[src/rtl/fb_unpack_pkg.sv]
package fb_unpack_pkg;
    localparam int WORD_W = 32;

    typedef enum logic [2:0] {
        FMT_IDX,
        FMT_5551,
        FMT_565,
        FMT_444,
        FMT_888
    } fmt_e;

    typedef enum logic [0:0] {
        S_EMPTY,
        S_DRAIN
    } state_e;
endpackage

[src/rtl/fb_unpack_fmt.sv]
module fb_unpack_fmt
    import fb_unpack_pkg::*;
(
    input  logic [2:0] depth_code,
    input  logic       variant_ext,
    input  logic [1:0] mux_sel,
    input  logic       swap_rb,
    output fmt_e       fmt,
    output logic [2:0] lg_w,
    output logic       swap_eff
);
    always_comb begin
        fmt      = FMT_IDX;
        lg_w     = 3'd0;
        swap_eff = swap_rb;
        unique case (depth_code)
            3'd0: begin fmt = FMT_IDX; lg_w = 3'd0; end
            3'd1: begin fmt = FMT_IDX; lg_w = 3'd1; end
            3'd2: begin fmt = FMT_IDX; lg_w = 3'd2; end
            3'd3: begin fmt = FMT_IDX; lg_w = 3'd3; end
            3'd4: begin
                lg_w = 3'd4;
                if (variant_ext) begin
                    fmt = FMT_5551;
                end else begin
                    unique case (mux_sel)
                        2'd1:    fmt = FMT_5551;
                        2'd3: begin fmt = FMT_565; swap_eff = 1'b1; end
                        default: fmt = FMT_565;
                    endcase
                end
            end
            3'd5: begin fmt = FMT_888; lg_w = 3'd5; end
            3'd6: begin fmt = FMT_565; lg_w = 3'd4; end
            default: begin fmt = FMT_444; lg_w = 3'd4; end
        endcase
    end
endmodule

[src/rtl/fb_unpack_sel.sv]
module fb_unpack_sel
    import fb_unpack_pkg::*;
(
    input  logic [WORD_W-1:0] word,
    input  logic [4:0]        slot,
    input  logic [2:0]        lg_w,
    input  logic              big_byte,
    input  logic              big_pix,
    output logic [WORD_W-1:0] field
);
    logic [5:0]        w6;
    logic [4:0]        base_off;
    logic [4:0]        flip_word;
    logic [4:0]        flip_byte;
    logic [4:0]        off;
    logic [WORD_W-1:0] mask;

    always_comb begin
        w6        = 6'd1 << lg_w;
        base_off  = 5'(slot << lg_w);
        flip_word = 5'(6'd32 - w6);
        flip_byte = 5'(6'd8 - w6);
        if (big_byte)
            off = base_off ^ flip_word;
        else if (big_pix && (lg_w < 3'd3))
            off = base_off ^ flip_byte;
        else
            off = base_off;
        mask  = (lg_w == 3'd5) ? '1 : ((32'd1 << w6) - 32'd1);
        field = (word >> off) & mask;
    end
endmodule

[src/rtl/fb_unpack_color.sv]
module fb_unpack_color
    import fb_unpack_pkg::*;
(
    input  logic [WORD_W-1:0] raw,
    input  fmt_e              fmt,
    input  logic              swap,
    input  logic [23:0]       pal_colour,
    output logic [7:0]        pal_idx,
    output logic [23:0]       rgb
);
    logic [7:0]  r8;
    logic [7:0]  g8;
    logic [7:0]  b8;
    logic [23:0] plain;

    assign pal_idx = raw[7:0];

    always_comb begin
        unique case (fmt)
            FMT_IDX:  plain = pal_colour;
            FMT_5551: plain = {raw[4:0], 3'b0, raw[9:5], 3'b0, raw[14:10], 3'b0};
            FMT_565:  plain = {raw[4:0], 3'b0, raw[10:5], 2'b0, raw[15:11], 3'b0};
            FMT_444:  plain = {raw[3:0], 4'b0, raw[7:4], 4'b0, raw[11:8], 4'b0};
            default:  plain = {raw[7:0], raw[15:8], raw[23:16]};
        endcase
        r8  = plain[23:16];
        g8  = plain[15:8];
        b8  = plain[7:0];
        rgb = swap ? {b8, g8, r8} : {r8, g8, b8};
    end
endmodule

[src/rtl/fb_unpack.sv]
module fb_unpack
    import fb_unpack_pkg::*;
#(
    parameter int COLS_W = 11
) (
    input  logic              clk,
    input  logic              rst_n,
    input  logic [2:0]        depth_code,
    input  logic              variant_ext,
    input  logic [1:0]        mux_sel,
    input  logic              swap_rb,
    input  logic              big_byte,
    input  logic              big_pix,
    input  logic [COLS_W-1:0] cols,
    output logic [COLS_W+1:0] line_bytes,
    input  logic              word_valid,
    output logic              word_ready,
    input  logic [31:0]       word_data,
    output logic              pix_valid,
    input  logic              pix_ready,
    output logic [23:0]       pix_rgb,
    output logic [7:0]        pal_idx,
    input  logic [23:0]       pal_colour
);
    localparam int LB_W = COLS_W + 2;

    state_e            state_q, state_d;
    logic [WORD_W-1:0] word_q;
    logic [4:0]        slot_q;
    fmt_e              fmt;
    logic [2:0]        lg_w;
    logic              swap_eff;
    logic [WORD_W-1:0] field;
    logic              slot_last;
    logic              take;
    logic              give;
    logic [LB_W-1:0]   cols_x;

    fb_unpack_fmt u_fmt (
        .depth_code (depth_code),
        .variant_ext(variant_ext),
        .mux_sel    (mux_sel),
        .swap_rb    (swap_rb),
        .fmt        (fmt),
        .lg_w       (lg_w),
        .swap_eff   (swap_eff)
    );

    fb_unpack_sel u_sel (
        .word    (word_q),
        .slot    (slot_q),
        .lg_w    (lg_w),
        .big_byte(big_byte),
        .big_pix (big_pix),
        .field   (field)
    );

    fb_unpack_color u_color (
        .raw       (field),
        .fmt       (fmt),
        .swap      (swap_eff),
        .pal_colour(pal_colour),
        .pal_idx   (pal_idx),
        .rgb       (pix_rgb)
    );

    assign slot_last = (slot_q == (5'd31 >> lg_w));
    assign take      = word_valid && word_ready;
    assign give      = pix_valid && pix_ready;

    // next-state logic: load, reload, drain_done
    always_comb begin
        state_d = state_q;
        unique case (state_q)
            S_EMPTY: if (take) state_d = S_DRAIN;
            S_DRAIN: if (give && slot_last && !take) state_d = S_EMPTY;
            default: state_d = S_EMPTY;
        endcase
    end

    // state register
    always_ff @(posedge clk) begin
        if (!rst_n) state_q <= S_EMPTY;
        else        state_q <= state_d;
    end

    // held word and pixel slot
    always_ff @(posedge clk) begin
        if (!rst_n) begin
            word_q <= '0;
            slot_q <= '0;
        end else if (take) begin
            word_q <= word_data;
            slot_q <= '0;
        end else if (give) begin
            slot_q <= slot_q + 5'd1;
        end
    end

    // handshake outputs
    always_comb begin
        pix_valid  = 1'b0;
        word_ready = 1'b0;
        unique case (state_q)
            S_EMPTY: word_ready = 1'b1;
            S_DRAIN: begin
                pix_valid  = 1'b1;
                word_ready = pix_ready && slot_last;
            end
            default: word_ready = 1'b0;
        endcase
    end

    // bytes per line
    assign cols_x = LB_W'(cols);
    always_comb begin
        unique case (depth_code)
            3'd0:    line_bytes = cols_x >> 3;
            3'd1:    line_bytes = cols_x >> 2;
            3'd2:    line_bytes = cols_x >> 1;
            3'd3:    line_bytes = cols_x;
            3'd5:    line_bytes = cols_x << 2;
            default: line_bytes = cols_x << 1;
        endcase
    end
endmodule

[config.mk]
export PLATFORM = sky130hd
export DESIGN_NAME = fb_unpack
export DESIGN_NICKNAME = d
export VERILOG_FILES = /design/src/rtl/fb_unpack_pkg.sv /design/src/rtl/fb_unpack_fmt.sv /design/src/rtl/fb_unpack_sel.sv /design/src/rtl/fb_unpack_color.sv /design/src/rtl/fb_unpack.sv
export SDC_FILE = /design/constraint.sdc
export NUM_CORES = 1
export LEC_CHECK = 0
export BUFFER_PORTS_ARGS = -buffer_cell sky130_fd_sc_hd__buf_2
export CORE_ASPECT_RATIO = 0.7
export CORE_MARGIN = 3
export CORE_UTILIZATION = 59
export DETAILED_ROUTE_END_ITERATION = 7
export GPL_TIMING_DRIVEN = 0
export PLACE_DENSITY = 0.86
export SYNTH_ARGS = -nofsm -noshare
export SYNTH_HDL_FRONTEND = slang
export SYNTH_SLANG_ARGS = --single-unit
[constraint.sdc]
create_clock -name clk -period 9.54 [get_ports clk]
set_clock_uncertainty 0.2 [all_clocks]
set_input_delay 0.477 -clock clk [delete_from_list [all_inputs] [get_ports clk]]
set_output_delay 0.477 -clock clk [all_outputs]
set_load 0.02 [all_outputs]
Yosys cells after proc, flatten, opt, wreduce, memory -nomap -nowiden. Index checks and enable logic that the tools add are counted.

ROM bits: 0. Bits in latches: 0. Register bits: 38. RAM bits: 0. Memories kept: 0.

Divide/modulo/power cells: 0. Shift operators: 5. Equality and inequality tests: 13. Add/sub/neg operators: 4. Reduce and logical (&&, ||, !) cells: 11. $lt $le $gt $ge: 1. Multipliers: 0. Bitwise gates (word level): 5. Mux-type cells: 18.

Operator list (number): $pmux 24 s4 (1); $pmux 13 s5 (1); $mux 24 (2); $shr 32x5->24 (1); $and 24x24->24 (1); $shl 1x6->24 const A (1); $sub 24x1->24 const B (1); $pmux 3 s5 (1); $eq 3x2->1 const B (4); $eq 3x3->1 const B (4); $pmux 3 s4 (1); $mux 5 (2); $xor 5x5->5 (2); $eq 3x1->1 const B (2); $logic_and 1x1->1 (6); $logic_not 3->1 (2); $mux 1 (6); $shl 1x3->6 const A (1); $add 5x1->5 const B (1); $eq 5x5->1 (1); $shl 5x3->5 (1); $shr 5x3->5 const A (1); $sub 1x5->5 const A (1); $sub 4x5->5 const A (1); 10 further kinds (12).

Longest topological paths before layout.
Word-level depth: 11. Depth in mapped cells: 15. Mapped depth without buffers: 12.

Cells and area by module. Synthesis repeated with hierarchy kept, for this count alone.

Cell total of the unflattened synthesis: 873. Area, all modules: 6459.9 um^2.

Modules (own cells, without submodules): fb_unpack_sel (area each 3155.5 um^2, instances 1, cells each 472, sequential area each 0.0 um^2); fb_unpack (area each 2158.3 um^2, instances 1, cells each 252, sequential area each 760.7 um^2); fb_unpack_color (area each 1057.3 um^2, instances 1, cells each 138, sequential area each 0.0 um^2); fb_unpack_fmt (area each 88.8 um^2, instances 1, cells each 11, sequential area each 0.0 um^2).

Least setup slack after synthesis. OpenSTA, ideal clock, no wires.

Kind: input to output. Start point: input depth_code[0]. End point: output pix_rgb[12]. Arrival: 3768 ps. Cell stages on the path: 12. Slack: 5095 ps. Required time: 8863 ps. Cells stage by stage: buf_6 or3_4 or3b_1 buf_6 buf_2 mux2i_1 mux2i_1 a21oi_1 a2bb2oi_1 o311ai_0 a221o_1 o21a_1.

Cells in the longest elaborated chain, start to end: 11.

Ends and longest elaborated chain: start, declared (line fb_unpack.sv:8) `input logic [2:0] depth_code,`; $eq 3x3->1, or another cell as far along (line fb_unpack_fmt.sv:16) `unique case (depth_code)`; $pmux 3 s5 * (line fb_unpack_fmt.sv:16); $shl 1x3->6 (line fb_unpack_sel.sv:19) `w6 = 6'd1 << lg_w;`; $sub 4x5->5 (line fb_unpack_sel.sv:22) `flip_byte = 5'(6'd8 - w6);`; $xor 5x5->5 (line fb_unpack_sel.sv:26) `off = base_off ^ flip_byte;`; $mux 5 (line fb_unpack_sel.sv:25) `else if (big_pix && (lg_w < 3'd3))`; $mux 5 (line fb_unpack_sel.sv:23) `if (big_byte)`; $shr 32x5->24 (line fb_unpack_sel.sv:30) `field = (word >> off) & mask;`; $and 24x24->24 * (line fb_unpack_sel.sv:30); named net pal_idx[7] (line fb_unpack.sv:22) `output logic [7:0] pal_idx,`; $pmux 24 s4 * (line fb_unpack_color.sv:19) `unique case (fmt)`; $mux 24 * (line fb_unpack_color.sv:29) `rgb = swap ? {b8, g8, r8} : {r8, g8, b8};`; end, declared (line fb_unpack.sv:21) `output logic [23:0] pix_rgb,`.

The timed path passes the listed nets; every way through them passes the cells marked *.

Worst setup path in the final report.
Start point: input depth_code[1]. End point: output pix_rgb[3].

Cells in the longest elaborated chain, start to end: 11.

Ends and longest elaborated chain (line): $eq 3x3->1, or another cell as far along (fb_unpack_fmt.sv:16); $pmux 3 s5 (fb_unpack_fmt.sv:16); $shl 1x3->6 (fb_unpack_sel.sv:19); $sub 4x5->5 (fb_unpack_sel.sv:22); $xor 5x5->5 (fb_unpack_sel.sv:26); $mux 5 (fb_unpack_sel.sv:25); $mux 5 (fb_unpack_sel.sv:23); $shr 32x5->24 (fb_unpack_sel.sv:30); $and 24x24->24 (fb_unpack_sel.sv:30); $pmux 24 s4 (fb_unpack_color.sv:19); $mux 24 * (fb_unpack_color.sv:29).

Mark *: on every way between the ends. The rest lies on a longest branch, timed or not.

==> impl_results.md <==
* Hpwl dp at 13700 um
* Fmax achieved at 0.177 GHz
* Routed Antenna Nets at 0
* Hold Violations, Final at 0
* Worst R2R Start: slot_q[0]
* R2r worst-path depth at 9
* Worst Tran Pin Value at 1090 ps
* # IOs at 127
* Vias per cell at 6.82
* Inst Count DP at 860
* Die area at 0.00901 mm2
* Slew HR at 0.273
* Cell Pwr Density at 116 mW/mm2
* CP Class: input port to output pin
* Clock sink total at 38
* Post-Place Cell Area at 0.00541 mm2
* Fin crit period at 5670 ps
* Grt total ovfl at 0
* Status: finished, final reports clean
* Yosys warning count at 0
* DRT iter0 DRCs at 1039
* Max-cap violation count at 0
* Post-CTS setup buffer count at 0
* Post-synth net total at 720
* Pwr Total at 0.646 mW
* Critical Path Start Type: input port
* Largest area contributor in the netlist: mux2i_1
* Hold path depth at 3
* Hold Buf Count CTS at 0
* Initial Util at 0.622
* Post-route insts no fill at 868
* Top_reg_cell synth: dfxtp_1
* Reg2Reg Setup Slack at 6750 ps
* Share of layout cells above drive strength 1 at 0.229
* Synth Instances at 637
* Critical path peak fanout at 10
* Vias in the first global route at 5332
* Share of the synthesized area in the top cell type at 0.174
* Distinct cell type count after synthesis at 62
* Slew Viols, Final at 0
* Diode count at 0
* Resize count post-CTS at 0
* Final Net Count at 852
* Cell with the most instances after synthesis: nand2_1
* Routed wire length at 17800 um
* Unrepaired setup endpoints after global routing: false
* Post-synth top cells: nand2_1 (108), mux2i_1 (81), nor2_1 (46), dfxtp_1 (38), a21boi_0 (35)
* Port bufs at 125
* Synth Cell Area at 0.00466 mm2
* Global-route wire length before repair at 27800 um
* Critical Path End Type: output pin
* TritonCTS clock tree: built
* Register area share after synthesis at 0.163
* #FFs+latches synth at 38
* GRT Total Usage at 0.378
* Synth top area cells: mux2i_1 (17%), dfxtp_1 (16%), nand2_1 (8.7%)
* Setup TNS at 0 ps
* Worst EP arrival at 4990 ps
* Row count at 26
* Reg clk slew, reported paths at 60 ps
* Routed len/inst at 20.5 um
* Peak supply drop at 0.0981 mV
* Critical Path RT at 8860 ps
* HP Class: input port to register
* Fin crit share at 0.594
* Synth async-reset ratio at 0
* Htree depth at 2
* Worst-Skew Late Latency at 290 ps
* Filler cell count at 578
* Via Count at 5918
* Clock root buffer: clkbuf_16
* Drt first pass iters at 7
* Die Y at 80.3 um
* Placer Congestion at 1.05
* Syn avg cell area at 7.31 um2
* Cts bufs inserted at 5
* Post-synth EDFFs at 0
* Clock Path Buffers at 2
* Final instance area at 0.00555 mm2
* Initial antenna violation count at 0
* Pin count of the biggest net entering global routing at 12
* Setup Viol. Count Final at 0
* DRC Markers at 0
* Hold Path Origin: word_data[10]
* P_leak at 2.59 nW
* Min-Delay Endpoint: word_q[10]
* DIE WIDTH at 112 um
* RR Endpoint: word_q[3]
* Layout Area Growth over Synthesis at 19.2%
* Core Region at 0.00748 mm2
final cells by class:
type | instances | area (um2) | area share
Multi-Input combinational cell | 535 | 3620 | 0.652
Sequential cell | 38 | 761 | 0.137
Timing Repair Buffer | 125 | 626 | 0.113
Buffer | 55 | 241 | 0.0435
Clock buffer | 7 | 143 | 0.0257
Tap cell | 98 | 123 | 0.0221
Inverter | 9 | 33.8 | 0.00608
Clock inverter | 1 | 5.00 | 0.000901
state kept, by name, summed over array words and instances, names as in the netlist:
signal   cells
slot_q       5
state_q      1
word_q      32
through the flow:
step / utilization / setup WS [ps] / hold WS [ps]
2_1_floorplan: - / 5100 / 243
3_3_place_gp: 0.722 / 4220 / 258
3_5_place_dp: 0.722 / 4250 / 274
4_1_cts: 0.742 / 4210 / 244
5_1_grt: 0.742 / 3780 / 256
6_report: 0.742 / 3870 / 236
metal layers:
metal | wire [um] | global-route usage
met4 | 441 | 0.0720
met3 | 2650 | 0.120
met2 | 7650 | 0.593
met5 | 0 | 0
met1 | 7030 | 0.513
report_power, final:
part	switching [mW]	total (mW)	internal [mW]
sequential	0.00793	0.175	0.167
clock	0.0696	0.173	0.104
combinational	0.189	0.297	0.109
cell usage in the layout, fill, tap and decap left out, types with 7 or more instances in the layout:
master / netlist / layout
o21ai_0: 25 / 25
o22ai_1: 12 / 12
buf_1: 8 / 8
a31oi_1: 9 / 9
dfxtp_1: 38 / 38
nor2_1: 46 / 46
inv_1: 8 / 8
clkbuf_1: 34 / 35
a21boi_0: 35 / 35
nand2_1: 108 / 108
xor2_1: 7 / 7
nor2b_1: 7 / 7
nand2b_1: 8 / 8
mux2_2: 18 / 18
buf_2: 10 / 135
nor3_1: 19 / 19
a21oi_1: 29 / 29
mux2i_1: 81 / 81
a22oi_1: 9 / 9
nand3_1: 12 / 12
cell families (layout without fill, tap and decap cells):
family          Yosys count  in the layout  synth area share
compound gates          187            187             0.286
xor+xnor                 11             11            0.0207
fa+ha+maj                 3              3           0.00806
buf+inv                  64            197            0.0591
flops                    38             38             0.163
mux                     105            105             0.245
other cells               1              1          0.000805
simple gates            228            228             0.218
worst max path at each step:
stage | startpoint | to | slack [ps] | depth (start not counted)
floorplan | depth_code[0] | pix_rgb[12] | 5100 | 12
global placement | depth_code[1] | pix_rgb[3] | 4220 | 16
detailed placement | depth_code[1] | pix_rgb[3] | 4250 | 16
CTS | depth_code[1] | pix_rgb[3] | 4210 | 16
global route | depth_code[1] | pix_rgb[3] | 3780 | 16
finish | depth_code[1] | pix_rgb[3] | 3870 | 16
critical path, cell delays in order:
cell and delay [ps]:
buf_2 100, buf_2 160, nor2_1 390, inv_1 140, ha_1 320, nor2b_1 120
a2bb2oi_1 100, xnor2_1 330, clkbuf_1 520, clkbuf_1 520, a211oi_1 170, a211oi_1 650
o21ai_0 320, a21oi_1 290, mux2_2 210, buf_2 160
(Power assumes the default switching activity.)
